## src/rtl/crc4_pkg.sv

```systemverilog
package crc4_pkg;

    // Default generator: x^4 + x^3 + 1, leading term implied.
    localparam int               DEF_CRC_W = 4;
    localparam logic [3:0]       DEF_TAPS  = 4'b1001;

    typedef enum logic [1:0] {
        PH_IDLE = 2'd0,
        PH_DATA = 2'd1,
        PH_EMIT = 2'd2
    } phase_e;

    typedef struct packed {
        logic clear;   // restart remainder at zero
        logic fold;    // absorb din into the remainder
        logic shift;   // move remainder toward the output
        logic din;
    } lfsr_ctl_t;

endpackage

```

## src/rtl/crc4_ctrl.sv

```systemverilog
module crc4_ctrl
    import crc4_pkg::*;
#(
    parameter int CRC_W = DEF_CRC_W
) (
    input  logic      clk,
    input  logic      rst,
    input  logic      sof,
    input  logic      eod,
    input  logic      in_valid,
    input  logic      in_bit,
    input  logic      chk_mode,
    output phase_e    phase,
    output logic      mode_q,
    output lfsr_ctl_t ctl,
    output logic      frame_end
);
    localparam int CNT_W = (CRC_W > 1) ? $clog2(CRC_W) : 1;
    localparam logic [CNT_W-1:0] LAST = CNT_W'(CRC_W - 1);

    logic [CNT_W-1:0] emit_cnt;

    always_comb begin
        frame_end = (phase == PH_DATA) && eod && !sof;
        ctl.clear = sof;
        ctl.fold  = in_valid && (sof || phase == PH_DATA);
        ctl.shift = (phase == PH_EMIT) && !sof;
        ctl.din   = in_bit;
    end

    always_ff @(posedge clk) begin
        if (rst) begin
            phase    <= PH_IDLE;
            mode_q   <= 1'b0;
            emit_cnt <= '0;
        end else if (sof) begin
            phase    <= PH_DATA;
            mode_q   <= chk_mode;
            emit_cnt <= '0;
        end else begin
            case (phase)
                PH_DATA: if (eod) phase <= mode_q ? PH_IDLE : PH_EMIT;
                PH_EMIT: begin
                    emit_cnt <= emit_cnt + 1'b1;
                    if (emit_cnt == LAST) phase <= PH_IDLE;
                end
                default: phase <= PH_IDLE;
            endcase
        end
    end
endmodule

```

## src/rtl/crc4_lfsr.sv

```systemverilog
module crc4_lfsr
    import crc4_pkg::*;
#(
    parameter int               CRC_W = DEF_CRC_W,
    parameter logic [CRC_W-1:0] TAPS  = DEF_TAPS
) (
    input  logic             clk,
    input  logic             rst,
    input  lfsr_ctl_t        ctl,
    output logic [CRC_W-1:0] crc_q,
    output logic [CRC_W-1:0] crc_d
);
    logic [CRC_W-1:0] base;
    logic             fb;

    always_comb begin
        base = ctl.clear ? '0 : crc_q;
        fb   = base[CRC_W-1] ^ ctl.din;
        if (ctl.fold)
            crc_d = {base[CRC_W-2:0], 1'b0} ^ (fb ? TAPS : '0);
        else if (ctl.shift)
            crc_d = {base[CRC_W-2:0], 1'b0};
        else
            crc_d = base;
    end

    always_ff @(posedge clk) begin
        if (rst) crc_q <= '0;
        else     crc_q <= crc_d;
    end
endmodule

```

## src/rtl/crc4_serial.sv

```systemverilog
module crc4_serial
    import crc4_pkg::*;
#(
    parameter int               CRC_W = DEF_CRC_W,
    parameter logic [CRC_W-1:0] TAPS  = DEF_TAPS
) (
    input  logic clk,
    input  logic rst,
    input  logic chk_mode,
    input  logic sof,
    input  logic eod,
    input  logic in_valid,
    input  logic in_bit,
    output logic fcs_valid,
    output logic fcs_bit,
    output logic chk_done,
    output logic frame_err
);
    phase_e           phase;
    logic             mode_q;
    logic             frame_end;
    lfsr_ctl_t        ctl;
    logic [CRC_W-1:0] crc_q;
    logic [CRC_W-1:0] crc_d;

    crc4_ctrl #(.CRC_W(CRC_W)) u_ctrl (
        .clk(clk), .rst(rst), .sof(sof), .eod(eod),
        .in_valid(in_valid), .in_bit(in_bit), .chk_mode(chk_mode),
        .phase(phase), .mode_q(mode_q), .ctl(ctl), .frame_end(frame_end)
    );

    crc4_lfsr #(.CRC_W(CRC_W), .TAPS(TAPS)) u_lfsr (
        .clk(clk), .rst(rst), .ctl(ctl), .crc_q(crc_q), .crc_d(crc_d)
    );

    assign fcs_valid = (phase == PH_EMIT);
    assign fcs_bit   = fcs_valid & crc_q[CRC_W-1];

    always_ff @(posedge clk) begin
        if (rst) begin
            chk_done  <= 1'b0;
            frame_err <= 1'b0;
        end else begin
            chk_done <= frame_end && mode_q;
            if (sof)
                frame_err <= 1'b0;
            else if (frame_end && mode_q)
                frame_err <= |crc_d;
        end
    end
endmodule

```

## config.mk

```make
export PLATFORM = sky130hd
export DESIGN_NAME = crc4_serial
export DESIGN_NICKNAME = d
export VERILOG_FILES = /design/src/rtl/crc4_pkg.sv /design/src/rtl/crc4_ctrl.sv /design/src/rtl/crc4_lfsr.sv /design/src/rtl/crc4_serial.sv
export SDC_FILE = /design/constraint.sdc
export NUM_CORES = 1
export LEC_CHECK = 0
export BUFFER_PORTS_ARGS = -buffer_cell sky130_fd_sc_hd__buf_2
export CAP_MARGIN = 15
export CORE_AREA = 2 2 39 41
export DETAILED_ROUTE_END_ITERATION = 10
export DIE_AREA = 0 0 41 43
export PLACE_DENSITY = 0.72
export SLEW_MARGIN = 10
export SYNTH_ARGS = -nofsm -noshare
export SYNTH_HDL_FRONTEND = slang
export SYNTH_SLANG_ARGS = --single-unit
```

## constraint.sdc

```tcl
create_clock -name clk -period 1.8 [get_ports clk]
set_clock_uncertainty 0.2 [all_clocks]
set_input_delay 0.27 -clock clk [delete_from_list [all_inputs] [get_ports clk]]
set_output_delay 0.27 -clock clk [all_outputs]
set_load 0.03 [all_outputs]
```

=== After elaboration in Yosys (flattened, before gate mapping) ===
Index checks and enable logic that the tools add are counted.

* Bits in registers: 11
* Input bits: 7
* Output and inout port bits: 4
* Logic and storage cells: 38

* Mux-type cells: 9
* Add/sub/neg operators: 1
* Equality and inequality tests: 7
* Bitwise logic cells: 3
* Reductions and logical operators: 11

{| class="wikitable"
|+ Operator list
! cell !! number
|-
| $mux W4 || 4
|-
| $mux W2 || 3
|-
| $logic_and A1 B1 Y1 || 5
|-
| $eq A2 B2 Y1 const B || 2
|-
| $pmux W2 S2 || 1
|-
| $reduce_and A2 Y1 || 2
|-
| $reduce_or A4 Y1 || 1
|-
| $xor A4 B4 Y4 || 1
|-
| $ne A3 B2 Y1 const B || 1
|-
| $ne A3 B3 Y1 const B || 1
|-
| $add A2 B1 Y2 const B || 1
|-
| $eq A2 B1 Y1 const B || 1
|-
| $ne A2 B1 Y1 const B || 1
|-
| $ne A2 B2 Y1 const B || 1
|-
| $reduce_or A2 Y1 || 1
|-
| $and A1 B1 Y1 || 1
|-
| $logic_not A1 Y1 || 1
|-
| $logic_or A1 B1 Y1 || 1
|-
| $mux W1 || 1
|-
| $xor A1 B1 Y1 || 1
|}

=== Depth between registers and ports, before layout ===
Gate-level depths: netlist of the first run.

* Depth in word-level cells: 6
* Gate-level depth with buffers: 5
* Mapped depth without buffers: 5

=== Hierarchy ===
A second synthesis of the first run with hierarchy kept.

* Cell total of the unflattened synthesis: 68
* Area, all modules: 609.3 um^2

{| class="wikitable"
|+ Modules (own cells, without submodules)
! module !! times used !! area each (um^2) !! cells each !! sequential area each (um^2)
|-
| crc4_ctrl || 1 || 264.0 || 26 || 100.1
|-
| crc4_lfsr || 1 || 255.2 || 32 || 80.1
|-
| crc4_serial || 1 || 90.1 || 10 || 40.0
|}

=== Worst setup path before layout of the first run ===
No wires, ideal clock.

* Path type: register to register
* From: register u_ctrl.phase[0]
* To: register frame_err
* Required time: 1.462 ns
* Path buffers: 0
* Stages on the path, launching flop included: 6
* Setup time: 0.138 ns
* Period minus slack after synthesis: 1.458 ns
* Arrival: 1.120 ns
* Setup slack: 0.342 ns
* Cells stage by stage: dfxtp_1 -> nand2b_2 -> inv_2 -> a21oi_2 -> a211oi_1 -> a41oi_1

* Cells in the longest elaborated chain, start to end: 5
* Elaborated cells on any way between the ends: 11
* Classes of those cells: 2 x eq/ne; 2 x mux; 7 x reduce/logical

{| class="wikitable"
|+ Ends and longest elaborated chain
! item !! RTL line !! RTL
|-
| start, declared || crc4_ctrl.sv:13 || <nowiki>output phase_e phase,</nowiki>
|-
| start signal, assigned || crc4_ctrl.sv:42 || <nowiki>PH_DATA: if (eod) phase <= mode_q ? PH_IDLE : PH_EMIT;</nowiki>
|-
| $eq A2 B2 Y1 || n/a ||
|-
| net fcs_valid || crc4_serial.sv:14 || <nowiki>output logic fcs_valid,</nowiki>
|-
| $logic_and A1 B1 Y1 || crc4_ctrl.sv:27 || <nowiki>ctl.shift = (phase == PH_EMIT) && !sof;</nowiki>
|-
| $mux W4 || crc4_lfsr.sv:21 || <nowiki>else if (ctl.shift)</nowiki>
|-
| $mux W4 || crc4_lfsr.sv:19 || <nowiki>if (ctl.fold)</nowiki>
|-
| $reduce_or A4 Y1 || crc4_serial.sv:48 || <nowiki>frame_err <= |crc_d;</nowiki>
|-
| end signal, assigned || crc4_serial.sv:48 ||
|-
| end, declared || crc4_serial.sv:17 || <nowiki>output logic frame_err</nowiki>
|}

The timed path passes the listed nets, and every way through them passes these cells.
A chain may end at the register's enable or synchronous reset.

=== Worst setup path after layout of the first run ===
* From: register u_ctrl.phase[0]
* To: output port fcs_valid

* Cells in the longest elaborated chain, start to end: 1

{| class="wikitable"
|+ Ends and longest elaborated chain
! item !! RTL line !! RTL
|-
| $eq A2 B2 Y1 || crc4_serial.sv:36 || <nowiki>assign fcs_valid = (phase == PH_EMIT);</nowiki>
|-
| end, declared || crc4_serial.sv:14 ||
|}

Every way passes these cells.

==> summary.md, run 1 <==
| Metric | Value |
|---|---|
| Status | `finished clean` |
| Internal Pwr Total | `0.000360 W` |
| Crit path max-delay family | `buffers and inverters` |
| Slowest Stage Delay on Critical Path | `0.32 ns` |
| Synth Warn # | `0` |
| First-pass GRT wire length | `1590 um` |
| GRT Total Usage | `13.6%` |
| Storage cell area | `220 um^2` |
| Worst Min Path Start | `chk_mode` |
| Area share of the largest cell type after synthesis | `38.4%` |
| CTS tree | `built` |
| Largest cells by area after synthesis | `dfxtp_1 38%, mux2i_1 7.0%, nor2_1 5.2%` |
| Most frequent cells in the layout | `11 x dfxtp_1, 10 x buf_2, 8 x nor2_1` |
| Clk Latency, worst-skew pair | `0.27 ns` |
| Site Rows | `14` |
| Yosys cell types | `32` |
| Mapped Cells | `63` |
| Drt initial violations | `12` |
| Max_slew headroom | `79.1%` |
| Setup Fix Bufs, Post-CTS | `0` |
| Worst Tran Pin Value | `0.313 ns` |
| Syn_area_per_cell | `9.10 um^2` |
| CP Capture Type | `output pin` |
| Leading area contributor after synthesis | `dfxtp_1` |
| Layout area overhead | `13.3%` |
| Final Critical Period | `1.62 ns` |
| Clk sinks | `11` |
| Commonest non-fill, non-tap cell in the layout | `dfxtp_1` |
| Die Wd | `41 um` |
| Setup tns final | `0 ns` |
| Layout cells sized above 1 | `28.4%` |
| Root Buffer | `clkbuf_4` |
| PwrDens | `735 nW/um^2` |
| R2r setup slk | `0.35 ns` |
| Crit Path Max Fanout | `5` |
| Initial Util | `41.4%` |
| Switching share of power | `24.6%` |
| Pre-antenna DRT Iters | `4` |
| Gr ovfl total | `0` |
| Wire length per cell | `10.9 um` |
| Antenna-violating nets left | `0` |
| Setup violations, final | `0` |
| Fin crit share | `89.7%` |
| Die area | `1760 um^2` |
| Peak supply drop | `377 uV` |
| Sequential area share after synthesis | `38.4%` |
| WHS Path Cells | `3` |
| Share of power burned in the clock network | `34.6%` |
| Cells on worst reg2reg path | `5` |
| Crit-path slowest cell | `dfxtp_1` |
| Worst EP required | `1.33 ns` |
| Antenna violations before repair | `0` |
| Total vias in the final route | `471` |
| Leakage | `0.284 nW` |
| PortBufs | `10` |
| Synthesized cell area | `573 um^2` |
| Worst Hold End | `u_ctrl.mode_q` |
| Critical path type | `reg -> out` |
| Crit-path cells | `nand2b_2 -> inv_2 -> buf_2` |
| CP arrival | `1.15 ns` |
| WP buf/inv | `2` |
| R2R Path End | `u_lfsr.crc_q[1]` |
| Post-Route WL | `979 um` |
| CORE AREA | `1380 um^2` |
| Multi-input logic area | `322 um^2` |
| Part of the power in combinational logic | `12.2%` |
| Hold Fails Final Rpt | `0` |
| DRC Markers | `0` |
| R2R Path Start | `u_ctrl.phase[0]` |
| Synthesis-stage register bit count | `11` |
| Die Y | `43 um` |
| CTS Buffer Depth | `2` |
| GPL Wtd Cong | `0.687` |
| Design area | `649 um^2` |
| Antenna diodes | `0` |
| # IOs | `11` |
| DPL Wire Length | `734 um` |
| Cts hold-fix bufs | `0` |
| RSZ-0062 raised after global routing | `false` |
| Fill cells | `138` |
| CP startpoint kind | `flip-flop` |
| Largest net degree at the start of global routing | `18` |
| Vias in the first global route | `409` |
| Via/cell ratio | `5.23` |
| # resized after CTS | `0` |
| Psw | `0.000117 W` |
| # Max-Cap Violations | `0` |
| Net count after synthesis | `71` |
| H-tree levels | `1` |
| Clock Pin Slew Worst Setup and Hold Paths | `0.07 ns` |
| Peak Freq | `0.619 GHz` |
| CTS buffer count | `3` |
| Max Slew Vio Count | `0` |
| Hold Crit Class | `in -> reg` |
| Cell Area, Placed | `623 um^2` |
| Layout net count | `83` |
| Part of the power in registers | `53.2%` |
[routing by layer]
| layer | wire, um | global-route usage [%] | share of wire, % | vias up |
|---|---|---|---|---|
| met4 | 18 | 14.0 | 1.8 | 0 |
| met5 | 0 | 0 | 0 | - |
| li1 | - | - | - | 247 |
| met3 | 42 | 1.57 | 4.3 | 2 |
| met1 | 490 | 16.9 | 50 | 208 |
| met2 | 428 | 18.4 | 44 | 14 |
[state kept, by name, summed over array words and instances (netlist names)]
| signal | cells |
|---|---|
| u_lfsr.crc_q | 4 |
| u_ctrl.emit_cnt | 2 |
| u_ctrl.phase | 2 |
| chk_done | 1 |
| frame_err | 1 |
| u_ctrl.mode_q | 1 |
[cell usage after synthesis, drive strengths merged]
cell type / number
nand2b: 3
nand3b: 1
buf: 2
a21oi: 4
clkbuf: 1
inv: 3
a211oi: 2
and2: 1
a2111oi: 1
xor2: 1
nor2: 8
mux2i: 4
o21ai: 2
xnor2: 1
o21bai: 1
nor2b: 1
nand2: 4
a41oi: 1
dfxtp: 11
o21a: 1
nor3: 5
nor4: 1
ha: 1
o22ai: 1
a211o: 1
a22o: 1
[worst max-delay path by stage]
stage,startpoint,end,slack (ns),cells after the start
CTS,u_ctrl.phase[0],fcs_valid,0.18,3
global placement,sof,frame_err,0.26,5
finish,u_ctrl.phase[0],fcs_valid,0.18,3
global route,u_ctrl.phase[1],fcs_bit,0.13,3
floorplan,u_ctrl.phase[0],frame_err,0.34,5
detailed placement,sof,frame_err,0.23,5
[power groups by stage]
stage	combinational (W)	sequential, W	clock (W)
3_3_place_gp	0.0000574	0.000260	0
2_1_floorplan	0.0000453	0.000259	0
3_5_place_dp	0.0000581	0.000260	0
5_1_grt	0.0000642	0.000255	0.000181
6_report	0.0000581	0.000254	0.000165
4_1_cts	0.0000584	0.000254	0.000171
[per-stage QoR]
step / cells / hold slack [ns] / utilization, % / worst slack (ns) / total power [W]
3_3_place_gp: 86 / 0.276 / 45.0 / 0.256 / 0.000317
2_1_floorplan: 63 / 0.217 / - / 0.342 / 0.000305
6_report: 90 / 0.0386 / 46.9 / 0.185 / 0.000477
4_1_cts: 90 / 0.0404 / 46.9 / 0.182 / 0.000484
3_5_place_dp: 86 / 0.281 / 45.0 / 0.230 / 0.000318
5_1_grt: 90 / 0.0622 / 46.9 / 0.134 / 0.000500
[cell families (layout without fill, tap and decap cells)]
kind of cell             count (synthesis)  count (layout)  synth area share (%)
AND/OR/NAND/NOR                         24              24                  23.6
AO/OA/AOI/OAI                           15              15                  20.3
flip-flops                              11              11                  38.4
buffers and inverters                    6              17                  5.46
multiplexers                             4               4                  6.99
XOR/XNOR                                 2               2                  3.06
adder cells (fa/ha/maj)                  1               1                  2.18
[layout make-up]
cell class                 instances  area share (%)
multi-input combinational         46            49.5
clock buffer                       4            4.05
sequential                        11            33.9
tap                               16            3.08
inverter                           3            1.73
timing repair buffer              10            7.71
[worst register-to-register path: stages, from the launching register on]
cell and delay, ns:
dfxtp_1 0.34, nand2b_2 0.19, inv_2 0.08, a21oi_2 0.22, mux2i_1 0.25, nor3_2 0.05
No activity file was read; power rests on OpenSTA's default activity.
==> inputs of run 2 (changes only) <==
- CTS_CLUSTER_DIAMETER: not set -> 120
- PLACE_DENSITY: 0.72 -> 0.74
==> run 2 against run 1 <==
Utilization stayed put. Sequential power hardly changed. Clock power hardly changed. Non-clock buffer count stayed put. Worst setup slack better by 0.0089 ns. Via count is 0.64% higher. Critical endpoint unchanged. Clock-buffer cell count stayed put. Global-route usage is 1.3 points higher. Critical path depth stayed put. Register-to-register slack hardly changed.
==> summary.md, run 2 (synthesis results as in run 1) <==
| Metric | Value |
|---|---|
| PortBufs | `10` |
| Pre-antenna DRT Iters | `4` |
| RSZ-0062 raised after global routing | `false` |
| Clk sinks | `11` |
| Die Wd | `41 um` |
| Largest net degree at the start of global routing | `18` |
| GRT Total Usage | `14.9%` |
| CTS Buffer Depth | `2` |
| CTS tree | `built` |
| Antenna diodes | `0` |
| Critical path type | `reg -> out` |
| DPL Wire Length | `790 um` |
| Setup tns final | `0 ns` |
| Layout area overhead | `13.3%` |
| Share of power burned in the clock network | `34.4%` |
| Finished Core Util | `46.9%` |
| Fill cells | `145` |
| # IOs | `11` |
| Biggest regs | `u_lfsr.crc_q: 4 flops, u_ctrl.emit_cnt: 2 flops, u_ctrl.phase: 2 flops` |
| # Max-Cap Violations | `0` |
| Peak supply drop | `288 uV` |
| R2r setup slk | `0.36 ns` |
| Final Critical Period | `1.61 ns` |
| Max Slew Vio Count | `0` |
| Hold Crit Class | `in -> reg` |
| Root Buffer | `clkbuf_4` |
| Status | `finished clean` |
| R2R Path Start | `u_ctrl.phase[0]` |
| CTS buffer count | `3` |
| Cts hold-fix bufs | `0` |
| Vias in the first global route | `455` |
| GPL Wtd Cong | `0.677` |
| CP startpoint kind | `flip-flop` |
| Fin crit share | `89.3%` |
| First-pass GRT wire length | `1760 um` |
| Storage cell area | `220 um^2` |
| Part of the power in combinational logic | `12.3%` |
| Worst Min Path Start | `chk_mode` |
| Initial Util | `41.4%` |
| CP arrival | `1.14 ns` |
| Reg with most FFs | `u_lfsr.crc_q` |
| Psw | `0.000117 W` |
| Setup Fix Bufs, Post-CTS | `0` |
| Die Y | `43 um` |
| Switching share of power | `24.6%` |
| Part of the power in registers | `53.3%` |
| Worst Hold End | `u_ctrl.mode_q` |
| CORE AREA | `1380 um^2` |
| Commonest non-fill, non-tap cell in the layout | `dfxtp_1` |
| Max reg flops | `4` |
| Site Rows | `14` |
| Antenna-violating nets left | `0` |
| Peak Freq | `0.622 GHz` |
| Wire length per cell | `11.5 um` |
| Post-route insts no fill | `90` |
| Via/cell ratio | `5.27` |
| Multi-input logic area | `322 um^2` |
| WHS Path Cells | `3` |
| Worst Tran Pin Value | `0.330 ns` |
| Hold Fails Final Rpt | `0` |
| Max_slew headroom | `77.9%` |
| Worst EP required | `1.33 ns` |
| Most frequent cells in the layout | `11 x dfxtp_1, 10 x buf_2, 8 x nor2_1` |
| Clk Latency, worst-skew pair | `0.27 ns` |
| Crit Path Max Fanout | `5` |
| Drt initial violations | `7` |
| Layout net count | `83` |
| Internal Pwr Total | `0.000360 W` |
| PwrDens | `735 nW/um^2` |
| DRC Markers | `0` |
| Antenna violations before repair | `0` |
| H-tree levels | `1` |
| Gr ovfl total | `0` |
| R2R Path End | `u_lfsr.crc_q[2]` |
| Layout cells sized above 1 | `28.4%` |
| Design area | `649 um^2` |
| Cell Area, Placed | `623 um^2` |
| Clock Pin Slew Worst Setup and Hold Paths | `0.07 ns` |
| Die area | `1760 um^2` |
| Placed Cells | `86` |
| Leakage | `0.284 nW` |
| Cells on worst reg2reg path | `5` |
| CP Capture Type | `output pin` |
| Post-Route WL | `1040 um` |
| Setup violations, final | `0` |
| # resized after CTS | `0` |
| Total vias in the final route | `474` |
## run 2: cell counts in the layout (fill, tap and decap cells not counted)
No cell type changed its count.
## run 2: how the worst max path moves through the flow
stage,slack (ns),endpoint,cells past startpoint,startpoint
6_report,0.19,fcs_valid,3,u_ctrl.phase[0]
5_1_grt,0.1,fcs_valid,3,u_ctrl.phase[1]
4_1_cts,0.17,fcs_valid,3,u_ctrl.phase[0]
3_5_place_dp,0.22,frame_err,5,sof
3_3_place_gp,0.25,frame_err,5,sof
2_1_floorplan,0.34,frame_err,5,u_ctrl.phase[0]
## run 2: metal layers
layer / vias to the layer above / part of all wire [%] / track usage [%]
li1: 244 / - / -
met1: 213 / 46 / 18.0
met2: 13 / 47 / 21.6
met3: 4 / 3.9 / 3.14
met4: 0 / 3.0 / 12.0
met5: - / 0 / 0
## run 2: power by group through the flow
stage,Sequential (W),Clock (W),Combinational (W)
global placement,0.000260,0,0.0000575
detailed placement,0.000260,0,0.0000586
CTS,0.000255,0.000172,0.0000592
global route,0.000255,0.000187,0.0000652
floorplan,0.000259,0,0.0000453
finish,0.000254,0.000164,0.0000587
## run 2: area by class of cell
class	instances	area share, %
multi-input cells	46	49.5
flip-flops and latches	11	33.9
clock buffers	4	4.05
repair buffers	10	7.71
inverters	3	1.73
well taps	16	3.08
## run 2: through the flow
step / setup slack [ns] / power, W / hold slack (ns)
floorplan: 0.342 / 0.000305 / 0.217
global placement: 0.253 / 0.000317 / 0.272
detailed placement: 0.221 / 0.000319 / 0.274
CTS: 0.169 / 0.000486 / 0.0522
global route: 0.0960 / 0.000507 / 0.0652
finish: 0.193 / 0.000477 / 0.0535
## run 2: worst max-delay path, cell delays in order, from the launching register on
cell	delay, ns
dfxtp_1	0.32
nand2b_2	0.23
inv_2	0.12
buf_2	0.20
